==> src/rtl/tdm_tx_pkg.sv <==
package tdm_tx_pkg;
  localparam int FMT_OFF_W = 3;

  typedef struct packed {
    logic                 keep_hold;
    logic                 keep_en;
    logic                 lsb_half;
    logic [FMT_OFF_W-1:0] offset;
    logic                 fill_hiz;
    logic                 launch_fall;
  } fmt_t;

  localparam fmt_t FMT_RESET = '{keep_hold: 1'b0, keep_en: 1'b0, lsb_half: 1'b0,
                                 offset: 3'd1, fill_hiz: 1'b1, launch_fall: 1'b1};
endpackage

==> src/rtl/tdm_tx_cfg.sv <==
module tdm_tx_cfg
  import tdm_tx_pkg::*;
#(
  parameter int NCH = 2,
  parameter int SLOT_W = 6,
  parameter int ADDR_W = 3,
  parameter logic [NCH*SLOT_W-1:0] SLOT_RST = 12'h080
) (
  input  logic                  clk,
  input  logic                  rst,
  input  logic                  we,
  input  logic [ADDR_W-1:0]     addr,
  input  logic [7:0]            wdata,
  output fmt_t                  fmt,
  output logic [NCH*SLOT_W-1:0] slots,
  output logic [NCH-1:0]        en
);
  localparam logic [ADDR_W-1:0] EN_ADDR = ADDR_W'(NCH + 1);

  always_ff @(posedge clk) begin
    if (rst) begin
      fmt <= FMT_RESET;
      en  <= '0;
    end else if (we) begin
      if (addr == '0) fmt <= fmt_t'(wdata);
      if (addr == EN_ADDR) en <= wdata[NCH-1:0];
    end
  end

  for (genvar i = 0; i < NCH; i++) begin : g_slot
    logic [SLOT_W-1:0] slot_q;
    always_ff @(posedge clk) begin
      if (rst) slot_q <= SLOT_RST[i*SLOT_W +: SLOT_W];
      else if (we && addr == ADDR_W'(i + 1)) slot_q <= wdata[SLOT_W-1:0];
    end
    assign slots[i*SLOT_W +: SLOT_W] = slot_q;
  end
endmodule

==> src/rtl/tdm_tx_timing.sv <==
module tdm_tx_timing #(
  parameter int POS_W = 12
) (
  input  logic             clk,
  input  logic             rst,
  input  logic             bclk,
  input  logic             fsync,
  input  logic             launch_fall,
  output logic             launch,
  output logic             half,
  output logic             sof,
  output logic [POS_W-1:0] pos_now
);
  logic             bclk_q;
  logic             fs_q;
  logic [POS_W-1:0] pos_q;
  logic             rise, fall;

  always_ff @(posedge clk) bclk_q <= bclk;

  assign rise   = bclk & ~bclk_q;
  assign fall   = ~bclk & bclk_q;
  assign launch = launch_fall ? fall : rise;
  assign half   = launch_fall ? rise : fall;
  assign sof    = launch & fsync & ~fs_q;

  always_comb begin
    if (sof) pos_now = '0;
    else if (pos_q == '1) pos_now = pos_q;
    else pos_now = pos_q + 1'b1;
  end

  always_ff @(posedge clk) begin
    if (rst) begin
      fs_q  <= 1'b0;
      pos_q <= '1;
    end else if (launch) begin
      fs_q  <= fsync;
      pos_q <= pos_now;
    end
  end

  p_pos_zero_after_sof_r3: assert property (@(posedge clk) disable iff (rst)
    sof |=> pos_q == '0);
endmodule

==> src/rtl/tdm_tx_slot_sel.sv <==
module tdm_tx_slot_sel #(
  parameter int NCH = 2,
  parameter int WORD_W = 16,
  parameter int SLOT_W = 6,
  parameter int OFF_W = 3,
  parameter int POS_W = 12
) (
  input  logic                  clk,
  input  logic                  rst,
  input  logic [POS_W-1:0]      pos,
  input  logic [OFF_W-1:0]      offset,
  input  logic [NCH*SLOT_W-1:0] slots,
  input  logic [NCH-1:0]        en,
  input  logic [NCH*WORD_W-1:0] words,
  output logic                  any_own,
  output logic                  bit_o,
  output logic                  lsb_o,
  output logic                  multi
);
  localparam int IDX_W = $clog2(WORD_W);

  logic [NCH-1:0] own, bits, lsbs, win;

  for (genvar i = 0; i < NCH; i++) begin : g_ch
    logic [POS_W-1:0]  start, rel;
    logic [WORD_W-1:0] w;
    logic [IDX_W-1:0]  idx;
    assign start   = POS_W'(offset) + POS_W'(slots[i*SLOT_W +: SLOT_W]) * POS_W'(WORD_W);
    assign rel     = pos - start;
    assign own[i]  = en[i] && (pos >= start) && (rel < POS_W'(WORD_W));
    assign w       = words[i*WORD_W +: WORD_W];
    assign idx     = IDX_W'(WORD_W - 1) - rel[IDX_W-1:0];
    assign bits[i] = w[idx];
    assign lsbs[i] = (rel == POS_W'(WORD_W - 1));
  end

  always_comb begin
    win = '0;
    for (int i = NCH - 1; i >= 0; i--) begin
      if (own[i]) win = NCH'(1) << i;
    end
  end

  assign any_own = |own;
  assign bit_o   = |(win & bits);
  assign lsb_o   = |(win & lsbs);
  assign multi   = $countones(own) > 1;

  p_winner_onehot_r8: assert property (@(posedge clk) disable iff (rst)
    $onehot0(win) && ((win & ~own) == '0));
  p_lowest_wins_r8: assert property (@(posedge clk) disable iff (rst)
    own[0] |-> win[0]);
endmodule

==> src/rtl/tdm_tx_serializer.sv <==
module tdm_tx_serializer
  import tdm_tx_pkg::*;
#(
  parameter int WORD_W = 16,
  parameter int NCH = 2,
  parameter int SLOT_W = 6,
  parameter int ADDR_W = 3,
  parameter logic [NCH*SLOT_W-1:0] SLOT_RST = 12'h080
) (
  input  logic                  clk,
  input  logic                  rst,
  input  logic                  bclk,
  input  logic                  fsync,
  input  logic                  cfg_we,
  input  logic [ADDR_W-1:0]     cfg_addr,
  input  logic [7:0]            cfg_wdata,
  input  logic [NCH*WORD_W-1:0] smp_data,
  input  logic                  smp_valid,
  output logic                  smp_ready,
  output logic                  sd_o,
  output logic                  oe_o,
  output logic                  keep_o,
  output logic                  conflict_o
);
  localparam int POS_W = $clog2((2 ** FMT_OFF_W) + WORD_W * (2 ** SLOT_W)) + 1;

  fmt_t                  fmt;
  logic [NCH*SLOT_W-1:0] slots;
  logic [NCH-1:0]        en;
  logic                  launch, half, sof;
  logic [POS_W-1:0]      pos_now;
  logic [NCH*WORD_W-1:0] word_q, word_now;
  logic                  any_own, sel_bit, sel_lsb, sel_multi;
  logic                  sd_q, oe_q, keep_q, lsb_q, conflict_q;

  tdm_tx_cfg #(.NCH(NCH), .SLOT_W(SLOT_W), .ADDR_W(ADDR_W), .SLOT_RST(SLOT_RST)) u_cfg (
    .clk(clk), .rst(rst), .we(cfg_we), .addr(cfg_addr), .wdata(cfg_wdata),
    .fmt(fmt), .slots(slots), .en(en)
  );

  tdm_tx_timing #(.POS_W(POS_W)) u_timing (
    .clk(clk), .rst(rst), .bclk(bclk), .fsync(fsync), .launch_fall(fmt.launch_fall),
    .launch(launch), .half(half), .sof(sof), .pos_now(pos_now)
  );

  // sample words: one transfer per frame start
  assign smp_ready = sof;
  assign word_now  = (sof && smp_valid) ? smp_data : word_q;

  always_ff @(posedge clk) begin
    if (rst) word_q <= '0;
    else if (sof && smp_valid) word_q <= smp_data;
  end

  tdm_tx_slot_sel #(.NCH(NCH), .WORD_W(WORD_W), .SLOT_W(SLOT_W), .OFF_W(FMT_OFF_W),
                    .POS_W(POS_W)) u_sel (
    .clk(clk), .rst(rst), .pos(pos_now), .offset(fmt.offset), .slots(slots), .en(en),
    .words(word_now), .any_own(any_own), .bit_o(sel_bit), .lsb_o(sel_lsb), .multi(sel_multi)
  );

  // line drive: launch edge selects data/fill, mid-bit edge handles LSB release
  always_ff @(posedge clk) begin
    if (rst) begin
      sd_q       <= 1'b0;
      oe_q       <= 1'b0;
      keep_q     <= 1'b0;
      lsb_q      <= 1'b0;
      conflict_q <= 1'b0;
    end else if (launch) begin
      if (sel_multi) conflict_q <= 1'b1;
      if (any_own) begin
        sd_q   <= sel_bit;
        oe_q   <= 1'b1;
        keep_q <= 1'b0;
        lsb_q  <= sel_lsb;
      end else begin
        lsb_q <= 1'b0;
        if (keep_q && fmt.keep_en) begin
          oe_q <= 1'b0;
        end else begin
          oe_q   <= ~fmt.fill_hiz;
          sd_q   <= 1'b0;
          keep_q <= 1'b0;
        end
      end
    end else if (half) begin
      if (lsb_q && (fmt.lsb_half || fmt.keep_en)) begin
        oe_q   <= 1'b0;
        keep_q <= fmt.keep_en;
      end else if (keep_q && !fmt.keep_hold) begin
        keep_q <= 1'b0;
      end
    end
  end

  assign sd_o       = sd_q;
  assign oe_o       = oe_q;
  assign keep_o     = keep_q;
  assign conflict_o = conflict_q;

  p_oe_moves_on_edges_r2: assert property (@(posedge clk) disable iff (rst)
    !$stable(oe_q) |-> $past(launch || half));
  p_keep_released_r6: assert property (@(posedge clk) disable iff (rst)
    keep_q |-> !oe_q);
  p_conflict_sticky_r8: assert property (@(posedge clk) disable iff (rst)
    conflict_q |=> conflict_q);
  p_capture_r9: assert property (@(posedge clk) disable iff (rst)
    (smp_ready && smp_valid) |=> word_q == $past(smp_data));
endmodule

==> config.mk <==
export PLATFORM = sky130hd
export DESIGN_NAME = tdm_tx_serializer
export DESIGN_NICKNAME = d
export VERILOG_FILES = /design/src/rtl/tdm_tx_pkg.sv /design/src/rtl/tdm_tx_cfg.sv /design/src/rtl/tdm_tx_timing.sv /design/src/rtl/tdm_tx_slot_sel.sv /design/src/rtl/tdm_tx_serializer.sv
export SDC_FILE = /design/constraint.sdc
export NUM_CORES = 1
export LEC_CHECK = 0
export BUFFER_PORTS_ARGS = -buffer_cell sky130_fd_sc_hd__buf_4
export CAP_MARGIN = 10
export CORE_ASPECT_RATIO = 1.1
export CORE_MARGIN = 4
export CORE_UTILIZATION = 40
export CTS_CLUSTER_SIZE = 14
export DETAILED_ROUTE_END_ITERATION = 6
export GPL_ROUTABILITY_DRIVEN = 0
export PLACE_DENSITY_LB_ADDON = 0.12
export SYNTH_ARGS = -nofsm -noshare
export SYNTH_HDL_FRONTEND = slang
export SYNTH_SLANG_ARGS = --single-unit
==> constraint.sdc <==
create_clock -name clk -period 4.4 [get_ports clk]
set_input_delay 0.44 -clock clk [delete_from_list [all_inputs] [get_ports clk]]
set_output_delay 0.44 -clock clk [all_outputs]
set_load 0.02 [all_outputs]
==> impl_results.md, run 1 <==
- GRT Overall Usage: 0.197
- Synth-to-Final Area Change: 24.6%
- Hold Slack: 229 ps
- Yosys warns: 0
- P_leak: 2.40 nW
- Initial drt markers: 181
- Antenna violations before repair: 0
- Worst reg-to-reg path cell count: 13
- Clock sink count: 73
- Post-synth EDFFs: 0
- Met1 GRT Util: 0.228
- Final hold viol count: 0
- Max_slew headroom: 0.294
- Worst Hold Depth: 1
- Max Clock Skew: ~6.5 ps
- Hold_sp: bclk
- Vias: 3823
- Max cap viols: 0
- Gr ovfl total: 0
- Syn Area/Cell: 8.73 µm²
- Setup CP Type: flip-flop to flip-flop
- Achievable Freq: between 200 and 250 MHz
- Yosys cell types: 73
- Final ANT Viol Nets: 0
- GR Util met2: 0.340
- WL/cell: between 15 and 20 µm
- Total CTS buffers: 9
- Pin count of the biggest net entering global routing: 73
- I/O pins: 54
- Root Buffer: clkbuf_16
- Num rows: 39
- Fillers: 1009
- FF-to-FF setup slack: 360 ps
- 1st-pass router iterations: 4
- CTS tree: done
- Ys async rst share: 0
- Chip Height: ~120 µm
- Post-synthesis compound-gate area fraction: 0.162
- #FFs+latches synth: 73
- Starting Density: 0.413
- Fin util: 0.514
- Worst setup EP type: flip-flop
- Layout Nets: 630
- Gr busiest metal: met2
- Number of global-route vias before repair: 3761
- Worst Hold End: u_timing.bclk_q
- Least-Margin Pin Slew: 1040 ps
- Total power: 2.49 mW
- Final setup TNS: 0 ps
- Synth Instances: 496
- Synthesized Nets: 562
- Clock transition at path regs: 60 ps
- Setup-failing EPs final: 0
- Largest family of logic cells by synthesized area: simple AND/OR/NAND/NOR gates
- Grt met3 use: 0.0499
- Tmin final: slightly above 4000 ps
- Post-Route WL: about 12 mm
- Reg2reg end: sd_o
- Area occupied by multi-input gates: 0.00268 mm²
- Hold Crit Class: input port to flip-flop
- Via density: 5.37
- Simple-Gate Fraction of Synth Area: 0.204
- Worst Path Arrival: 4280 ps
- Layout cell share with drive strength beyond 1: 0.218
- Worst r2r src: u_timing.pos_q[4]
- DRC Markers: 0
- Unrepaired setup endpoints after global routing: false
- Worst vdd ir: 0.000314 V
- Worst-path maximum fanout: 9
- Tcrit/Tclk final: 0.917
- Post-synth top flop: dfxtp_1
- Dpl hpwl: 8.91 mm
- Pwr Density: 461 mW/mm²
- Sequential share of the synthesized area: 0.337
- # diodes: 0
- Max-slew violations: 0
- Core ar.: 0.0105 mm²
- Startpoint Class: flip-flop
- Clk Latency, worst-skew pair: between 300 and 400 ps
- Die ar.: approximately 0.013 mm²
- Post-synthesis xor/xnor area fraction: 0.0341
- Status: finished clean
- Area after DPL: ~0.0050 mm²
- H-tree levels: 3
- Register Area: 0.00146 mm²
- Global-route wire length before repair: 19.1 mm
- Synthesized area: approximately 0.0043 mm²
- Chip Width: roughly 110 µm
- CTS Buffer Depth: 2
- Input/output buffers: 53
- Mux cell area share after synthesis: 0.160
- CP required: approximately 4700 ps
- Design area: 0.00540 mm²
- Synth Area in Adders: 0.0509
-- metal layers --
metal / routed length (µm) / up-vias / share of wire
li1: - / 1906 / -
met1: 4830 / 1804 / 0.41
met2: 5880 / 88 / 0.50
met3: 589 / 25 / 0.050
met4: 430 / 0 / 0.037
met5: 0 / - / 0
-- state kept, by name, indices dropped and copies added (netlist names) --
signal / flops
conflict_o: 1
keep_o: 1
lsb_q: 1
oe_o: 1
sd_o: 1
u_cfg.en: 2
u_cfg.fmt: 8
u_cfg.g_slot.slot_q: 12
u_timing.bclk_q: 1
u_timing.fs_q: 1
u_timing.pos_q: 12
word_q: 32
-- how the worst max path moves through the flow --
stage	startpoint	to	slack, ps	cells after the start
2_1_floorplan	u_timing.pos_q[3]	sd_o	260	12
3_3_place_gp	bclk	sd_o	270	13
3_5_place_dp	bclk	lsb_q	160	17
4_1_cts	u_timing.pos_q[4]	lsb_q	240	16
5_1_grt	u_timing.pos_q[4]	sd_o	70	16
6_report	u_timing.pos_q[4]	sd_o	360	13
-- cells in the mapped netlist (all sizes together) (2+ instances only) --
cell	instances	area (µm²)
and3	2	12.5
or3	3	18.8
and4	3	28.8
nor4bb	2	20.0
buf	10	61.3
o31ai	2	15.0
and4b	2	20.0
nand2b	4	25.0
xor2	7	61.3
nand3b	5	37.5
a211oi	3	27.5
or2	2	12.5
clkbuf	12	45.0
a21o	7	52.6
a311oi	2	17.5
mux2	3	37.5
xnor2	9	86.3
nand4	4	25.0
dfxtp	73	1460
o21bai	3	22.5
a41oi	3	45.1
nand3	8	40.0
a31oi	4	25.0
mux4	10	225
nand2	37	163
nor2b	7	43.8
ha	16	200
and2	3	18.8
o211ai	2	15.0
inv	31	119
a2111oi	2	18.8
a21oi	30	154
nor2	88	330
o221ai	2	17.5
o311ai	2	17.5
a211o	12	105
mux2i	43	430
o21ai	11	55.1
nor3	10	55.1
-- worst max-delay path, stage by stage, from the launching register on --
cell and delay, ps:
dfxtp_1 410, and4_2 260, and2_1 180, nand3_2 160
xor2_1 170, nand2_1 110, ha_1 210, fa_1 430
xnor2_2 180, buf_4 230, mux4_2 530, mux4_2 450
or3b_1 350, a311oi_1 250
-- repair_timing --
item / 4_1_cts / 5_1_grt
hold endpoints to repair: 0 / 0
setup endpoints to repair: 0 / 5
setup buffers: 0 / 1
resized for setup: 0 / 3
hold buffers: 0 / 0
-- kinds of logic (layout without fill, tap and decap cells) --
family | Yosys count | in the layout
buf+inv | 53 | 126
fa+ha+maj | 17 | 17
compound gates | 97 | 97
flops | 73 | 73
mux | 56 | 56
simple gates | 184 | 184
xor+xnor | 16 | 16
-- stage by stage --
step	instances	setup WS [ps]
4_1_cts	711	235
2_1_floorplan	496	263
3_5_place_dp	695	162
5_1_grt	712	74.1
3_3_place_gp	695	267
6_report	712	365
-- layout make-up --
class / instances / share of cell area
Inverter: 31 / 0.0220
Clock inverter: 6 / 0.0255
Clock buffer: 10 / 0.0424
Sequential cell: 73 / 0.271
Multi-Input combinational cell: 370 / 0.496
Tap cell: 143 / 0.0332
Timing Repair Buffer: 79 / 0.110
-- cells in the final DEF, fill, tap and decap left out, types with 3 or more instances in the layout --
master / n
nor2_1: 88
buf_4: 79
dfxtp_1: 73
mux2i_1: 42
nand2_1: 35
inv_1: 30
a21oi_1: 29
ha_1: 16
a211o_1: 12
o21ai_0: 10
mux4_2: 10
nor3_1: 9
clkbuf_16: 9
nor2b_1: 7
xor2_1: 7
a21o_1: 7
nand3_1: 7
xnor2_1: 7
nand3b_1: 5
nand4_1: 4
a31oi_1: 4
nand2b_1: 4
bufinv_16: 4
o21bai_1: 3
and2_1: 3
or3_1: 3
-- where the power goes --
group	internal, mW	total, mW	leakage, nW	switching [mW]
combinational	0.399	0.885	1.63	0.486
clock	0.615	0.904	0.178	0.288
sequential	0.685	0.701	0.594	0.0166
No activity file was read; power rests on OpenSTA's default activity.
==> run 2: changes to the inputs <==
--- a/config.mk
+++ b/config.mk
@@ -5,6 +5,7 @@
 export SDC_FILE = /design/constraint.sdc
 export NUM_CORES = 1
 export LEC_CHECK = 0
+export ABC_AREA = 1
 export BUFFER_PORTS_ARGS = -buffer_cell sky130_fd_sc_hd__buf_4
 export CAP_MARGIN = 10
 export CORE_ASPECT_RATIO = 1.1
==> impl_results.md, run 2 <==
- Largest regs: word_q (32), u_cfg.g_slot.slot_q (12), u_timing.pos_q (12)
- Synth Instances: 664
- Area leader, netlist: dfxtp_1
- Area share of the largest cell type after synthesis: 0.325
- Post-synth EDFFs: 0
- GR Util met2: 0.318
- Status: finished clean
- Max cap viols: 0
- GRT Overall Usage: 0.193
- Worst r2r src: u_timing.pos_q[1]
- Grt met3 use: 0.0336
- CP required: 4680 ps
- Hold Crit Class: input port to flip-flop
- Worst-path maximum fanout: 7
- Clock transition at path regs: 60 ps
- Unrepaired setup endpoints after global routing: false
- Area after DPL: approximately 0.0050 mm²
- Worst vdd ir: slightly above 0.0002 V
- Core ar.: 0.0110 mm²
- Gr ovfl total: 0
- Non-Filler Instances: 862
- Setup CP Type: flip-flop to flip-flop
- Max Clock Skew: 6.09 ps
- Number of global-route vias before repair: 4121
- Num rows: 40
- Chip Height: 119 µm
- CTS tree: done
- Yosys cell types: 37
- Crit path from: u_timing.pos_q[1]
- Worst Path Arrival: 4020 ps
- Setup bufs post-CTS: 0
- Max_slew headroom: 0.297
- Hold Slack: about 230 ps
- Most common cell after layout, fill and taps aside: nand2_1
- DRC Markers: 0
- Final ANT Viol Nets: 0
- Most common cell in the netlist: nand2_1
- Post-Route WL: 12.0 mm
- Post-synth top flop: dfxtp_1
- Final hold viol count: 0
- Most frequent cells after synthesis: 147 x nand2_1, 87 x inv_1, 77 x nor2_1
- #FFs+latches synth: 73
- Achievable Freq: between 200 and 300 MHz
- CTS resizes: 0
- Root Buffer: clkbuf_16
- Design area: around 0.0053 mm²
- Syn Area/Cell: 6.77 µm²
- Via density: 5.06
- CTS Buffer Depth: 2
- Clock sink count: 73
- Final setup TNS: 0 ps
- Total CTS buffers: 9
- Fin util: 0.483
- Placed cell count: around 850
- Input/output buffers: between 50 and 60
- Global-route wire length before repair: 19.9 mm
- Synthesized area: 0.00449 mm²
- Max reg flops: 32
- H-tree levels: 3
- Most frequent cells in the layout: 147 x nand2_1, 87 x inv_1, 77 x nor2_1, 73 x dfxtp_1, 57 x buf_4
- Hold-fix buffers at CTS: 0
- Startpoint Class: flip-flop
- Initial drt markers: 244
- Synth-to-Final Area Change: 17.9%
- Synthesized Nets: 730
- Dpl hpwl: 9.25 mm
- Die ar.: 0.0130 mm²
- Largest cells by area after synthesis: dfxtp_1 33%, nand2_1 12%, inv_1 7.3%
- Gr busiest metal: met2
- Top reg by flops: word_q
- Setup-failing EPs final: 0
- Yosys warns: 0
- Hold_sp: bclk
- Sequential share of the synthesized area: 0.325
- Max-slew violations: 0
- Met1 GRT Util: 0.248
- 1st-pass router iterations: 5
- Worst setup EP type: flip-flop
- Tcrit/Tclk final: 0.852
- Layout cell share with drive strength beyond 1: 0.145
- Starting Density: 0.410
- I/O pins: 54
- Least-Margin Pin Slew: 1050 ps
- # diodes: 0
- WL/cell: around 14 µm
- Ys async rst share: 0
- Vias: 4360
- Pin count of the biggest net entering global routing: 38
- Clk Latency, worst-skew pair: 340 ps
- P_leak: 2.68 nW
- Antenna violations before repair: 0
- Chip Width: 109 µm
- Tmin final: about 3700 ps
- Fillers: 1079
- Layout Nets: roughly 780
- Pwr Density: ~430 mW/mm²
==> run 2: stage by stage <==
step	worst slack [ps]	total power [mW]
after floorplan	1130	1.35
after global placement	649	1.55
after detailed placement	582	1.56
after CTS	704	2.30
after global routing	222	2.46
final	653	2.29
==> run 2: area by class of cell <==
cell class | count | area, µm² | area share
clock buffer | 10 | 229 | 0.0432
sequential | 73 | 1460 | 0.276
tap | 147 | 184 | 0.0347
timing repair buffer | 57 | 428 | 0.0808
clock inverter | 6 | 66.3 | 0.0125
multi-input combinational | 478 | 2580 | 0.488
inverter | 91 | 342 | 0.0645
==> run 2: routing by layer <==
metal | up-vias | wire length [µm] | share of wire
met4 | 0 | 269 | 0.022
met5 | - | 0 | 0
met1 | 1972 | 5460 | 0.45
met3 | 20 | 569 | 0.047
met2 | 100 | 5740 | 0.48
li1 | 2268 | - | -
==> run 2: cells by family (layout without fill, tap and decap cells) <==
kind of cell / after synthesis / after routing / synth area share
AOI/OAI and AO/OA: 103 / 103 / 0.133
buffers and inverters: 113 / 164 / 0.0994
xor gates and xnor gates: 4 / 4 / 0.00780
muxes: 25 / 25 / 0.0557
DFF: 73 / 73 / 0.325
and+or+nand+nor: 329 / 329 / 0.330
adders and majority gates: 17 / 17 / 0.0490
==> run 2: report_power, final <==
part,internal [mW],switching (mW),total [mW]
clock network,0.441,0.291,0.732
logic,0.301,0.548,0.849
registers,0.688,0.0180,0.706
==> run 2: critical path: stages, from the launching register on <==
cell and delay (ps):
dfxtp_1 420, ha_1 260, nand3_1 100, nor2_1 260
inv_1 100, nor2_1 150, o21ai_0 100, a21oi_1 420
ha_1 390, a21oi_1 260, nor2_1 90, nor3_1 190
nand3_1 140, nand2_1 80, nand2_1 40, nor2_1 120
nand3_2 160, or2_0 230, nand2_1 70, nor2_1 30
nor2_1 80
==> run 2: final timing paths <==
check / slack [ps] / endpoint / depth (start not counted)
hold / removal: 230 / u_timing.bclk_q / 1
setup / recovery: 650 / sd_o / 20
hold reg to reg: 460 / u_cfg.fmt[7] / 2
setup reg to reg: 650 / sd_o / 20
